===== config.mk =====
export PLATFORM = sky130hd
export DESIGN_NAME = cfgsp_rx
export DESIGN_NICKNAME = d
export VERILOG_FILES = /design/src/rtl/cfgsp_pkg.sv /design/src/rtl/cfgsp_phase.sv /design/src/rtl/cfgsp_latch.sv /design/src/rtl/cfgsp_shift.sv /design/src/rtl/cfgsp_rx.sv
export SDC_FILE = /design/constraint.sdc
export NUM_CORES = 1
export LEC_CHECK = 0
export CORE_MARGIN = 3
export CORE_UTILIZATION = 49
export DETAILED_ROUTE_END_ITERATION = 8
export PLACE_DENSITY = 0.81
export SYNTH_ARGS = -nofsm -noshare
export SYNTH_HDL_FRONTEND = slang
export SYNTH_SLANG_ARGS = --single-unit

===== constraint.sdc =====
create_clock -name cfg_clk -period 1.9 [get_ports cfg_clk]
set_clock_uncertainty 0.05 [all_clocks]
set_input_delay 0.38 -clock cfg_clk [delete_from_list [all_inputs] [get_ports cfg_clk]]
set_output_delay 0.38 -clock cfg_clk [all_outputs]
set_load 0.005 [all_outputs]

===== src/rtl/cfgsp_pkg.sv =====
package cfgsp_pkg;

  typedef enum logic {
    GRID_IDLE = 1'b0,
    GRID_RUN  = 1'b1
  } grid_state_t;

  // Advance the edge position inside one byte period.
  function automatic int unsigned phase_step(input int unsigned ph, input int unsigned period);
    return (ph + 1) % period;
  endfunction

  // A byte is taken when the running grid sits at position zero.
  function automatic logic is_capture_slot(input int unsigned ph);
    return (ph == 0);
  endfunction

endpackage


===== src/rtl/cfgsp_phase.sv =====
module cfgsp_phase
  import cfgsp_pkg::*;
#(
  parameter int unsigned PERIOD = 8,
  localparam int unsigned PH_W = (PERIOD > 2) ? $clog2(PERIOD) : 1
) (
  input  logic clk,
  input  logic rst_n,
  input  logic init,
  output logic cap_fire
);

  grid_state_t       st;
  logic [PH_W-1:0]   ph;

  always_ff @(posedge clk or negedge rst_n) begin
    if (!rst_n) begin
      st <= GRID_IDLE;
      ph <= '0;
    end else if (!init) begin
      st <= GRID_IDLE;
      ph <= '0;
    end else if (st == GRID_IDLE) begin
      st <= GRID_RUN;
      ph <= '0;
    end else begin
      ph <= PH_W'(phase_step(32'(ph), PERIOD));
    end
  end

  assign cap_fire = (st == GRID_RUN) && init && is_capture_slot(32'(ph));

  // an edge that sees init low leaves no capture on the following edge
  p_idle_clear_r6: assert property (@(posedge clk) disable iff (!rst_n)
    !init |=> !cap_fire);

  // captures are never back to back
  p_spacing_r2: assert property (@(posedge clk) disable iff (!rst_n)
    cap_fire |=> !cap_fire);

endmodule


===== src/rtl/cfgsp_latch.sv =====
module cfgsp_latch #(
  parameter int unsigned DATA_W = 8,
  parameter int unsigned CNT_W  = 4
) (
  input  logic              clk,
  input  logic              rst_n,
  input  logic              cap_fire,
  input  logic [DATA_W-1:0] din,
  output logic [DATA_W-1:0] byte_q,
  output logic              byte_vld,
  output logic              ack,
  output logic [CNT_W-1:0]  byte_cnt
);

  logic vld_r;
  logic ack_r;

  always_ff @(posedge clk or negedge rst_n) begin
    if (!rst_n) begin
      byte_q   <= '0;
      vld_r    <= 1'b0;
      ack_r    <= 1'b0;
      byte_cnt <= '0;
    end else begin
      vld_r <= cap_fire;
      ack_r <= cap_fire;
      if (cap_fire) begin
        byte_q   <= din;
        byte_cnt <= byte_cnt + 1'b1;
      end
    end
  end

  assign byte_vld = vld_r;
  assign ack      = ack_r;

  // acknowledge lasts a single clock
  p_ack_pulse_r3: assert property (@(posedge clk) disable iff (!rst_n)
    ack |=> !ack);

  // the presented byte is the bus value at the capture edge
  p_capture_data_r3: assert property (@(posedge clk) disable iff (!rst_n)
    byte_vld |-> byte_q == $past(din));

  // counter steps by one per capture
  p_count_step_r7: assert property (@(posedge clk) disable iff (!rst_n)
    byte_vld |-> byte_cnt == CNT_W'($past(byte_cnt) + 1'b1));

  // counter holds when nothing is captured
  p_count_hold_r7: assert property (@(posedge clk) disable iff (!rst_n)
    !byte_vld |-> $stable(byte_cnt));

endmodule


===== src/rtl/cfgsp_shift.sv =====
module cfgsp_shift #(
  parameter int unsigned DATA_W = 8
) (
  input  logic              clk,
  input  logic              rst_n,
  input  logic              load,
  input  logic [DATA_W-1:0] byte_q,
  output logic              sdout
);

  logic [DATA_W-2:0] rest;

  always_ff @(negedge clk or negedge rst_n) begin
    if (!rst_n) begin
      sdout <= 1'b0;
      rest  <= '0;
    end else if (load) begin
      sdout <= byte_q[DATA_W-1];
      rest  <= byte_q[DATA_W-2:0];
    end else begin
      sdout <= rest[DATA_W-2];
      rest  <= {rest[DATA_W-3:0], 1'b0};
    end
  end

  // the first serial bit after a load is the byte's top bit
  p_msb_first_r4: assert property (@(negedge clk) disable iff (!rst_n)
    load |=> sdout == $past(byte_q[DATA_W-1]));

  // the second serial bit is the next lower bit
  p_second_bit_r4: assert property (@(negedge clk) disable iff (!rst_n)
    (load && $past(rst_n)) |=> ##1 sdout == $past(byte_q[DATA_W-2], 2));

endmodule


===== src/rtl/cfgsp_rx.sv =====
module cfgsp_rx #(
  parameter int unsigned DATA_W = 8,
  parameter int unsigned PERIOD = 8,
  parameter int unsigned CNT_W  = 4
) (
  input  logic              cfg_clk,
  input  logic              rst_n,
  input  logic              init_done,
  input  logic [DATA_W-1:0] din,
  output logic              ack,
  output logic              sdout,
  output logic              byte_vld,
  output logic [DATA_W-1:0] byte_q,
  output logic [CNT_W-1:0]  byte_cnt
);

  logic cap_fire;

  cfgsp_phase #(.PERIOD(PERIOD)) u_phase (
    .clk      (cfg_clk),
    .rst_n    (rst_n),
    .init     (init_done),
    .cap_fire (cap_fire)
  );

  cfgsp_latch #(.DATA_W(DATA_W), .CNT_W(CNT_W)) u_latch (
    .clk      (cfg_clk),
    .rst_n    (rst_n),
    .cap_fire (cap_fire),
    .din      (din),
    .byte_q   (byte_q),
    .byte_vld (byte_vld),
    .ack      (ack),
    .byte_cnt (byte_cnt)
  );

  cfgsp_shift #(.DATA_W(DATA_W)) u_shift (
    .clk    (cfg_clk),
    .rst_n  (rst_n),
    .load   (byte_vld),
    .byte_q (byte_q),
    .sdout  (sdout)
  );

  // a strobe follows only an edge that saw init high
  p_init_gate_r1: assert property (@(posedge cfg_clk) disable iff (!rst_n)
    byte_vld |-> $past(init_done));

  // acknowledge and memory strobe agree
  p_ack_match_r3: assert property (@(posedge cfg_clk) disable iff (!rst_n)
    ack == byte_vld);

endmodule


=== After elaboration in Yosys (flattened, before gate mapping) ===
Cells that the tools add are included.

* Div/mod/pow operators: 0
* Multiplexer cells: 5
* Eq/ne operators: 0
* Add/sub/neg operators: 2
* Reductions and logical operators: 3
* Magnitude comparators: 0
* Multipliers: 0
* Bitwise logic cells: 0
* Shift-type cells: 0

{| class="wikitable"
|+ Operators with widths
! kind !! count
|-
| two-way mux 7 bit || 1
|-
| two-way mux 3 bit || 2
|-
| adder 4 x 1 -> 4 bit, second input constant || 1
|-
| adder 3 x 1 -> 3 bit, second input constant || 1
|-
| zero test 3 bit || 1
|-
| logical AND 1 bit || 2
|-
| two-way mux 1 bit || 2
|}

* Memory bits (writable): 0
* Output and inout bits: 15
* Register bits after elaboration: 25
* Bits in read-only memories: 0
* Word-level logic and storage cells: 17
* Bits in latches: 0
* Memories: 0
* Input bits: 11

=== Longest topological paths before layout ===
* Word-level depth: 3
* Mapped depth: 7
* Depth with buffers taken out: 6

=== By module ===
Synthesis repeated with hierarchy kept, for this count alone.

* Cells, all modules: 61
* Area, all modules: 1016.0 um^2

{| class="wikitable"
|+ By module, submodules not included
! module !! cells each !! seq. area each (um^2) !! area each (um^2) !! instances
|-
| cfgsp_latch || 30 || 325.3 || 520.5 || 1
|-
| cfgsp_shift || 17 || 200.2 || 324.1 || 1
|-
| cfgsp_phase || 14 || 100.1 || 171.4 || 1
|}

==> flow_summary.ini <==
[status]
status = complete, but fails checks
violations = negative setup slack

[global_routing]
antenna_found_initial = 0
grt_overflow = 0
grt_pass1_vias = 710
grt_max_degree = 20
grt_pass1_wl_um = 3236
grt_use_total = 0.1699

[hold_path]
min_path_type = primary input to asynchronous set/reset pin

[layout]
final_cell_mix = nand2_1 (29), clkdlybuf4s50_1 (24), dfrtp_1 (17), dfrtn_1 (8), mux2_2 (7)
final_util = 0.7229
fill_cells = 138
antenna_cells = 0
multi_input_area_um2 = 310.3
fin_nets = 126
area_growth_pct = 33.63
regArea_um2 = 625.6
mostFrequentLayoutCell = nand2_1
layout-drive-gt1-share = 0.1712

[routing]
drc_errors = 0
drtIter0Drc = 2
firstDrtPassIters = 4
routed_wl_um = 1852
vias = 652
wire_per_inst_um = 13.62
vias_per_cell = 4.794
ant_nets = 0

[cts]
cts_hold_buf = 0
cts-htree-levels = 1
clkTransAtPathRegs_ps = 140
cts_buffer_depth = 2
cts_made_buffers = 3
post_cts_buffers = 0
cts_resized = 4
cts-root-buf = clkbuf_4
cts_tree = done
clkLatencyLatePin_ps = 310
clock-sinks = 25

[die]
die_area_mm2 = 0.002560
rows = 15
die_h_um = 50.60
core_area_mm2 = 0.001802
start_util = 0.5410
boundaryPins = 26
die_x_um = 50.60

[logic_synthesis]
synth_top_family_by_area = simple AND/OR/NAND/NOR gates
synthXorXnorAreaFrac = 0.03594
netlist_area_um2 = 974.7
yosys-mux-area-fraction = 0.08087
ys_warn_count = 0
syn_nets = 95
syn_avg_cell_area_um2 = 12.03
synth_compound_area_frac = 0
synth-simple-area-share = 0.1630
synth_cells = 81
synth-adder-area-share = 0.03851
ys_types = 15
ys_seq_elements = 25
synth_seq_area_share = 0.6418

[timing]
slew_violations = 0
fin_ws_ps = -281.5
final-hold-violation-count = 0
worst_pin_slew_ps = 341.2
slew_headroom = 0.7725
report.final.setup_viol = 10
rsz0062_at_grt = yes

[power_and_ir_drop]
pwr-share-seq = 0.553
p_leak_nw = 0.6472
switching_share = 0.2727
intPower_uw = 939.7
vdd_drop_max_mv = 0.5993
p_clk_frac = 0.188
switchingPower_uw = 352.4
total_power_mw = 1.292
p_per_area_mw_per_mm2 = 992.0
power_frac_comb = 0.259

[critical_path]
worstSetupEndpointType = output pin
r2r-end = u_shift.rest[1]
required_ps = 1470
slowest_delay_ps = 400
cp_slowest_cell = dfrtn_1
rr_startpoint = u_latch.byte_vld
startpoint_type = flip-flop
crit_type = flip-flop to output pin
r2r_cells = 1
worstPathArrival_ps = 1750
r2r_slack_ps = -200
critical_path_buf_inv_count = 1
crit_chain = buf_2
crit_family = flip-flops
crit_path_max_fanout = 1

[place]
port_buffers = 25
hpwl_um = 1345
routabilityCongestion = 0.7322

[job]
max_cap_viol_count = 0
-- logic make-up after synthesis --
group / count (synthesis)
xor+xnor: 4
mux: 7
fa+ha+maj: 3
flops: 25
buf+inv: 7
simple gates: 35
-- synthesized netlist by cell type --
cell type / number / area (µm²)
and3_1: 1 / 6.260
inv_2: 1 / 3.750
mux2_2: 7 / 78.83
xnor2_1: 4 / 35.03
dfrtp_1: 17 / 425.4
inv_1: 2 / 7.510
nor2_1: 2 / 7.510
nand2_1: 29 / 108.9
and2_1: 1 / 6.260
ha_1: 3 / 37.54
nand4b_4: 1 / 23.77
dfrtn_1: 8 / 200.2
buf_4: 3 / 22.52
nand4_1: 1 / 6.260
buf_2: 1 / 5.000
-- state kept, by name (all words and copies together) (netlist names) --
signal	count
u_phase.st	1
u_latch.byte_vld	1
u_phase.ph	3
u_latch.byte_cnt	4
u_shift.rest	7
u_latch.byte_q	8
u_shift.sdout	1
-- layout make-up --
class,instances,area share
Timing Repair Buffer,30,0.2267
Sequential cell,25,0.4803
Inverter,3,0.008646
Tap cell,25,0.02402
Clock buffer,3,0.01729
Multi-Input combinational cell,49,0.2382
Clock inverter,1,0.004803
-- how the worst max path moves through the flow --
stage | from | endpoint | slack (ps) | cells past startpoint
global route | u_shift.sdout | sdout | -330 | 1
detailed placement | u_shift.sdout | sdout | -330 | 1
CTS | u_shift.sdout | sdout | -280 | 1
global placement | u_shift.sdout | sdout | -330 | 1
finish | u_shift.sdout | sdout | -280 | 1
floorplan | u_latch.byte_vld | u_shift.rest[1] | -80 | 2
-- metrics by stage --
stage | hold WS, ps | cells | TNS [ps] | instance area [µm²] | setup WS, ps
floorplan | 34.41 | 81 | -580.7 | 980.9 | -82.96
global placement | 367.2 | 132 | -1340 | 1279 | -331.7
detailed placement | 377.7 | 132 | -1363 | 1279 | -328.8
CTS | 339.6 | 136 | -1734 | 1303 | -278.2
global route | 313.5 | 136 | -2354 | 1303 | -329.7
finish | 332.9 | 136 | -1805 | 1303 | -281.5
-- layer usage --
| layer | vias up | track usage | share of wire |
|---|---|---|---|
| met5 | - | 0 | 0 |
| met3 | 2 | 0.03858 | 0.051 |
| li1 | 312 | - | - |
| met2 | 15 | 0.2935 | 0.50 |
| met4 | 0 | 0.04036 | 0.0081 |
| met1 | 323 | 0.2155 | 0.44 |
-- power by group through the flow --
| stage | clock network (mW) | logic [mW] | registers [mW] |
|---|---|---|---|
| after floorplan | 0 | 0.122 | 0.717 |
| after global placement | 0 | 0.330 | 0.721 |
| after detailed placement | 0 | 0.345 | 0.727 |
| after CTS | 0.241 | 0.342 | 0.717 |
| after global routing | 0.278 | 0.376 | 0.733 |
| final | 0.242 | 0.335 | 0.715 |
Power figures use the tool's default switching activity.
